--- config.mk ---
export PLATFORM = sky130hd
export DESIGN_NAME = fast_parity_gen
export DESIGN_NICKNAME = d
export VERILOG_FILES = /design/src/rtl/fpg_pkg.sv /design/src/rtl/fpg_narrow_detect.sv /design/src/rtl/fpg_xor_fold.sv /design/src/rtl/fast_parity_gen.sv
export SDC_FILE = /design/constraint.sdc
export NUM_CORES = 1
export LEC_CHECK = 0
export BUFFER_PORTS_ARGS = -buffer_cell sky130_fd_sc_hd__buf_4
export CAP_MARGIN = 20
export CORE_ASPECT_RATIO = 1.5
export CORE_MARGIN = 10
export CORE_UTILIZATION = 43
export DETAILED_ROUTE_END_ITERATION = 12
export PLACE_DENSITY = 0.8
export SYNTH_ARGS = -nofsm -noshare
export SYNTH_HDL_FRONTEND = slang
export SYNTH_SLANG_ARGS = --single-unit
--- constraint.sdc ---
create_clock -name clk -period 2.34 [get_ports clk]
set_input_delay 0.702 -clock clk [delete_from_list [all_inputs] [get_ports clk]]
set_output_delay 0.702 -clock clk [all_outputs]
set_load 0.1 [all_outputs]
--- src/rtl/fpg_pkg.sv ---
package fpg_pkg;

  typedef enum logic {
    PATH_SLOW = 1'b0,
    PATH_FAST = 1'b1
  } path_e;

  typedef struct packed {
    logic  valid;
    logic  parity;
    path_e path;
  } result_t;

  localparam result_t RESULT_IDLE = '{valid: 1'b0, parity: 1'b0, path: PATH_SLOW};

endpackage

--- src/rtl/fpg_narrow_detect.sv ---
module fpg_narrow_detect #(
  parameter int DATA_W   = 64,
  parameter int NARROW_W = 8
) (
  input  logic [DATA_W-1:0] word,
  output logic              is_narrow
);
  // The sign bit of the low slice plus every bit above it must agree.
  localparam int TOP_W = DATA_W - NARROW_W + 1;

  logic [TOP_W-1:0] top_bits;

  assign top_bits  = word[DATA_W-1:NARROW_W-1];
  assign is_narrow = (&top_bits) | ~(|top_bits);
endmodule

--- src/rtl/fpg_xor_fold.sv ---
module fpg_xor_fold #(
  parameter int DATA_W = 64,
  parameter int GROUPS = 8
) (
  input  logic [DATA_W-1:0] word,
  output logic [GROUPS-1:0] part
);
  localparam int GROUP_W = DATA_W / GROUPS;

  for (genvar g = 0; g < GROUPS; g++) begin : g_fold
    assign part[g] = ^word[g*GROUP_W +: GROUP_W];
  end
endmodule

--- src/rtl/fast_parity_gen.sv ---
module fast_parity_gen #(
  parameter int DATA_W   = 64,
  parameter int NARROW_W = 8,
  parameter int GROUPS   = 8
) (
  input  logic              clk,
  input  logic              rst,
  input  logic              in_valid,
  input  logic [DATA_W-1:0] in_data,
  output logic              out_valid,
  output logic              out_parity,
  output logic              out_fast
);
  import fpg_pkg::*;

  logic              word_narrow;
  logic [GROUPS-1:0] fold_now;
  logic              low_parity;

  // Second stage of the long path: one partial XOR per group.
  logic              slow_v;
  logic [GROUPS-1:0] slow_part;

  logic    take_slow;
  logic    take_fast;
  result_t next_res;
  result_t res_q;

  fpg_narrow_detect #(
    .DATA_W  (DATA_W),
    .NARROW_W(NARROW_W)
  ) u_detect (
    .word     (in_data),
    .is_narrow(word_narrow)
  );

  fpg_xor_fold #(
    .DATA_W(DATA_W),
    .GROUPS(GROUPS)
  ) u_fold (
    .word(in_data),
    .part(fold_now)
  );

  assign low_parity = ^in_data[NARROW_W-1:0];

  // A pending long-path word forces followers onto the long path too,
  // so that nothing overtakes it.
  assign take_slow = in_valid & (~word_narrow | slow_v);
  assign take_fast = in_valid & word_narrow & ~slow_v;

  always_comb begin
    next_res = RESULT_IDLE;
    if (slow_v) begin
      next_res.valid  = 1'b1;
      next_res.parity = ^slow_part;
      next_res.path   = PATH_SLOW;
    end else if (take_fast) begin
      next_res.valid  = 1'b1;
      next_res.parity = low_parity;
      next_res.path   = PATH_FAST;
    end
  end

  always_ff @(posedge clk) begin
    if (rst) begin
      slow_v    <= 1'b0;
      slow_part <= '0;
      res_q     <= RESULT_IDLE;
    end else begin
      slow_v    <= take_slow;
      slow_part <= take_slow ? fold_now : '0;
      res_q     <= next_res;
    end
  end

  assign out_valid  = res_q.valid;
  assign out_parity = res_q.parity;
  assign out_fast   = (res_q.path == PATH_FAST);
endmodule

; Yosys cells after proc, flatten, opt, wreduce, memory -nomap -nowiden
; Cells that the tools add are included.
[word_totals]
register_bits = 12
output_inout_bits = 3
word_cells = 29
[op_classes]
muxes = 2
n_bitwise = 9
n_reduce_logical = 13
[op_table]
columns = op, count
row1 = XOR reduction 8 bit, 9
row2 = AND reduction 57 bit, 1
row3 = OR reduction 57 bit, 1
row4 = two-way mux 3 bit, 2
row5 = inverter 1 bit, 4
row6 = OR reduction 2 bit, 2
row7 = AND 1 bit, 3
row8 = OR 1 bit, 2

; Longest topological paths before layout
[logic_depth]
ltp_word = 8
depth_mapped = 5
depth_no_buf = 5

; Modules after synthesis
; Synthesis repeated with hierarchy kept, for this count alone.
[hier_totals]
hier_cells = 138
hier_area_um2 = 1202.4
[by_module_without_submodules]
columns = module, n_inst, cells_per_inst, area_each_um2
row1 = fpg_xor_fold, 1, 56, 490.5
row2 = fast_parity_gen, 1, 41, 460.4
row3 = fpg_narrow_detect, 1, 41, 251.5

; Worst setup path after synthesis
; OpenSTA, ideal clock, no wires.
[synth_timing]
kind = input port to flip-flop
start = input in_data[52]
end = register res_q, in the netlist out_fast
setup_ns = 0.059
arrival_time_ns = 1.822
setup_slack_ns = 0.458
stages = 5
path_cell_list = nor4_1 -> nand4_1 -> or4_1 -> nand2_2 -> and3_1
[synth_via]
elab_chain_len = 6
[synth_lines]
columns = item, line_no
row1 = "start, declared", fast_parity_gen.sv:9  ; input logic [DATA_W-1:0] in_data,
row2 = OR reduction 57 bit, fpg_narrow_detect.sv:14  ; assign is_narrow = (&top_bits) | ~(|top_bits);
row3 = inverter 1 bit, fpg_narrow_detect.sv:14
row4 = OR 1 bit *, fpg_narrow_detect.sv:14
row5 = AND 1 bit * (2 in series), fast_parity_gen.sv:50  ; assign take_fast = in_valid & word_narrow & ~slow_v;
row6 = two-way mux 3 bit *, fast_parity_gen.sv:58  ; end else if (take_fast) begin
row7 = "end signal, assigned", fast_parity_gen.sv:73  ; res_q <= next_res;
row8 = "end, declared", fast_parity_gen.sv:27  ; result_t res_q;
; Every way passes the cells marked *; elsewhere a longest branch is shown, timed or not.
; A chain may end at the register's enable or synchronous reset.

; Final worst setup path
[layout_timing]
start = input in_data[41]
end = register res_q, in the netlist out_fast
; Same word-level chain as after synthesis.

==> summary.md <==
| Metric | Value |
|---|---|
| Antenna viol nets, final | `0` |
| Initial Utilization | `a little under half` |
| Comb pwr share | `between 50 and 60%` |
| Worst Hold Margin | `540 ps` |
| Clock power frac | `approximately 16%` |
| Max-slew violations | `0` |
| Hold Path Sink | `out_parity$_SDFF_PP0_` |
| Via count | `around 1.3k` |
| Final HPWL DP | `3.41 mm` |
| Largest cells by area after synthesis | `xnor2_1 (34%), dfxtp_1 (21%), xor2_1 (14%), nand4_1 (8.7%), nor4_1 (8.2%)` |
| Critical path peak fanout | `5` |
| Post-route minimum period | `1930 ps` |
| GPL Wtd Cong | `roughly 0.81` |
| Post-cts resize count | `0` |
| Reg2reg start | `slow_part[3]$_SDFF_PP0_` |
| Clock slew at reported path FFs | `about 70 ps` |
| Layout filler cell count | `~210` |
| Worst setup path class | `in -> reg` |
| Slew @ Worst Pin | `around 400 ps` |
| Synth Instances | `134` |
| Switching fraction of total power | `roughly 34%` |
| Final Setup Violations | `0` |
| Die height | `between 80 and 90 um` |
| Mapped cell area | `approximately 0.0011 mm2` |
| P per Cell Area | `roughly 440 mW/mm2` |
| H-tree levels | `1` |
| Antenna violations before repair | `0` |
| Min-delay worst type | `reg -> reg` |
| Die Footprint | `0.00518 mm2` |
| Fmax achieved | `around 520 MHz` |
| R2R cell count | `5` |
| Max_slew headroom | `approximately 73%` |
| Final period utilization | `between 80% and 90%` |
| Maxcap violations | `0` |
| CTS tree | `yes` |
| Clock latency on the worst-skew pair | `between 200 and 300 ps` |
| Netlist cell types | `23` |
| TritonCTS Buffers | `3` |
| Antenna cells | `0` |
| Nets | `274` |
| DRC | `0` |
| Die extent in x | `a little over 60 um` |
| Pleak | `0.694 nW` |
| Crit path capture type | `flip-flop` |
| RR Endpoint | `out_parity$_SDFF_PP0_` |
| Setup bufs post-CTS | `0` |
| Drt wl/cell | `~15 um` |
| Largest net degree at the start of global routing | `11` |
| Arrival @ worst endpoint | `between 2000 and 2500 ps` |
| Iteration-0 DRC Markers | `26` |
| RSZ-0062 raised after global routing | `false` |
| Vias in the first global route | `roughly 1.4k` |
| DR vias/cell | `5.31` |
| DR pass1 iterations | `4` |
| Tot GR Track Use | `between 10% and 20%` |
| Seq cells post-synth | `12` |
| Synth area leader | `xnor2_1` |
| Hold buffers post-CTS | `0` |
| Count of clock tree sinks | `12` |
| P_int | `507 uW` |
| First-pass GRT wire length | `about 5.7 mm` |
| Final Hold Viols | `0` |
| Fraction of layout cells with a size suffix above 1 | `37.1%` |
| Worst hold stages | `1` |
| Mapped Nets | `roughly 200` |
| Worst Skew | `around 3.5 ps` |
| Worst vdd ir | `between 0.2 and 0.25 mV` |
| CP Launch Type | `input port` |
| Fin Setup TNS | `0 ps` |
| Ys Warns | `0` |
| Synthesis-to-finish area growth | `50.7%` |
| Status | `finished, final reports clean` |
| IO Pins | `70` |
| Worst endpoint required time | `2550 ps` |
| Core footprint | `between 0.002 and 0.003 mm2` |
| CTS Root Cell | `clkbuf_4` |
| Final worst setup slack | `413 ps` |
| Std cell rows | `22` |
| Sequential fraction of design power | `just over 30%` |
| Total routed wirelength | `between 3 and 4 mm` |
| Top cell type's share of synthesized area | `34.3%` |
| Sequential area share after synthesis | `roughly a fifth` |
| Synthesized area per cell | `8.57 um2` |
| Hold path start | `slow_v$_SDFF_PP0_` |
| Switch Pwr | `around 260 uW` |
| Number of port buffers | `69` |
| Global route overflow | `0` |
| Reg2reg setup slack | `around 1100 ps` |
| CTS max path bufs | `2` |
| Dpl ws | `between 150 and 200 ps` |
==> power by group through the flow <==
stage                     sequential, mW  combinational [mW]  clock, mW
after floorplan                    0.263               0.229          0
after global placement             0.240               0.399          0
after detailed placement           0.241               0.412          0
after CTS                          0.237               0.412      0.122
after global routing               0.238               0.445      0.130
final                              0.236               0.408      0.121
==> logic make-up (layout without fill, tap and decap cells) <==
group	after synthesis	in the layout	share of synthesized area (%)
flip-flops	12	12	20.9
buffers and inverters	2	73	0.653
AO/OA/AOI/OAI	4	4	2.61
AND/OR/NAND/NOR	53	53	27.8
XOR/XNOR	63	63	48.0
==> critical path, stage by stage <==
cell     delay (ps)
buf_4           120
nor4_1          300
nand4_1         180
or4_1           560
nand2_2         110
and3_1          160
==> flip-flops by register name, summed over array words and instances (netlist names) <==
name / flops
out_fast: 1
out_valid: 1
slow_part: 8
out_parity: 1
slow_v: 1
==> per-layer routing <==
layer	share of wire, %	vias up	routed length, um	GRT usage, %
li1	-	631	-	-
met1	34	587	1250	10.4
met2	56	55	2050	27.1
met3	7.6	7	279	5.24
met4	1.8	0	65	5.41
met5	0	-	0	0
==> worst max path at each step <==
stage / from / end / slack, ps / cells after the start
floorplan: in_data[52] / out_fast$_SDFF_PP0_ / 460 / 5
global placement: in_data[41] / out_fast$_SDFF_PP0_ / 150 / 6
detailed placement: in_data[41] / out_fast$_SDFF_PP0_ / 170 / 6
CTS: in_data[41] / out_fast$_SDFF_PP0_ / 450 / 6
global route: in_data[8] / slow_v$_SDFF_PP0_ / 320 / 6
finish: in_data[41] / out_fast$_SDFF_PP0_ / 410 / 6
==> cell type report <==
| class | count | area [um2] | area share, % |
|---|---|---|---|
| Clock buffer | 3 | 22.5 | 1.30 |
| Inverter | 1 | 3.75 | 0.217 |
| Multi-Input combinational cell | 120 | 901 | 52.1 |
| Sequential cell | 12 | 240 | 13.9 |
| Tap cell | 36 | 45.0 | 2.60 |
| Timing Repair Buffer | 69 | 518 | 29.9 |
==> cell usage in the layout (no fill, tap or decap), drive strengths merged <==
master   count
a211oi       1
a21oi        1
a22o         1
and3         1
buf         69
clkbuf       3
dfxtp       12
inv          1
nand2        2
nand2b       1
nand3        2
nand4       17
nor2         9
nor2b        1
nor3         3
nor4        16
o2bb2ai      1
or4          1
xnor2       45
xor2        18
==> metrics by stage <==
step	power (mW)	util, %	std cells	area, um2
floorplan	0.492	-	134	1150
global placement	0.640	68.2	238	1710
detailed placement	0.653	68.2	238	1710
CTS	0.771	69.1	241	1730
global route	0.813	69.1	241	1730
finish	0.765	69.1	241	1730
==> cells in the mapped netlist <==
library cell,number
inv_1,1
xor2_1,18
a21oi_1,1
nand2_2,1
nor2b_1,1
nand3_1,1
nor3_1,3
o2bb2ai_1,1
and3_1,1
xnor2_1,45
nor4_1,15
dfxtp_1,12
nand3_2,1
nor4_2,1
nand2_1,1
nand4_2,1
clkbuf_1,1
a211oi_1,1
a22o_1,1
nand2b_1,1
nand4_1,16
nor2_1,9
or4_1,1
No activity file was read; power rests on OpenSTA's default activity.
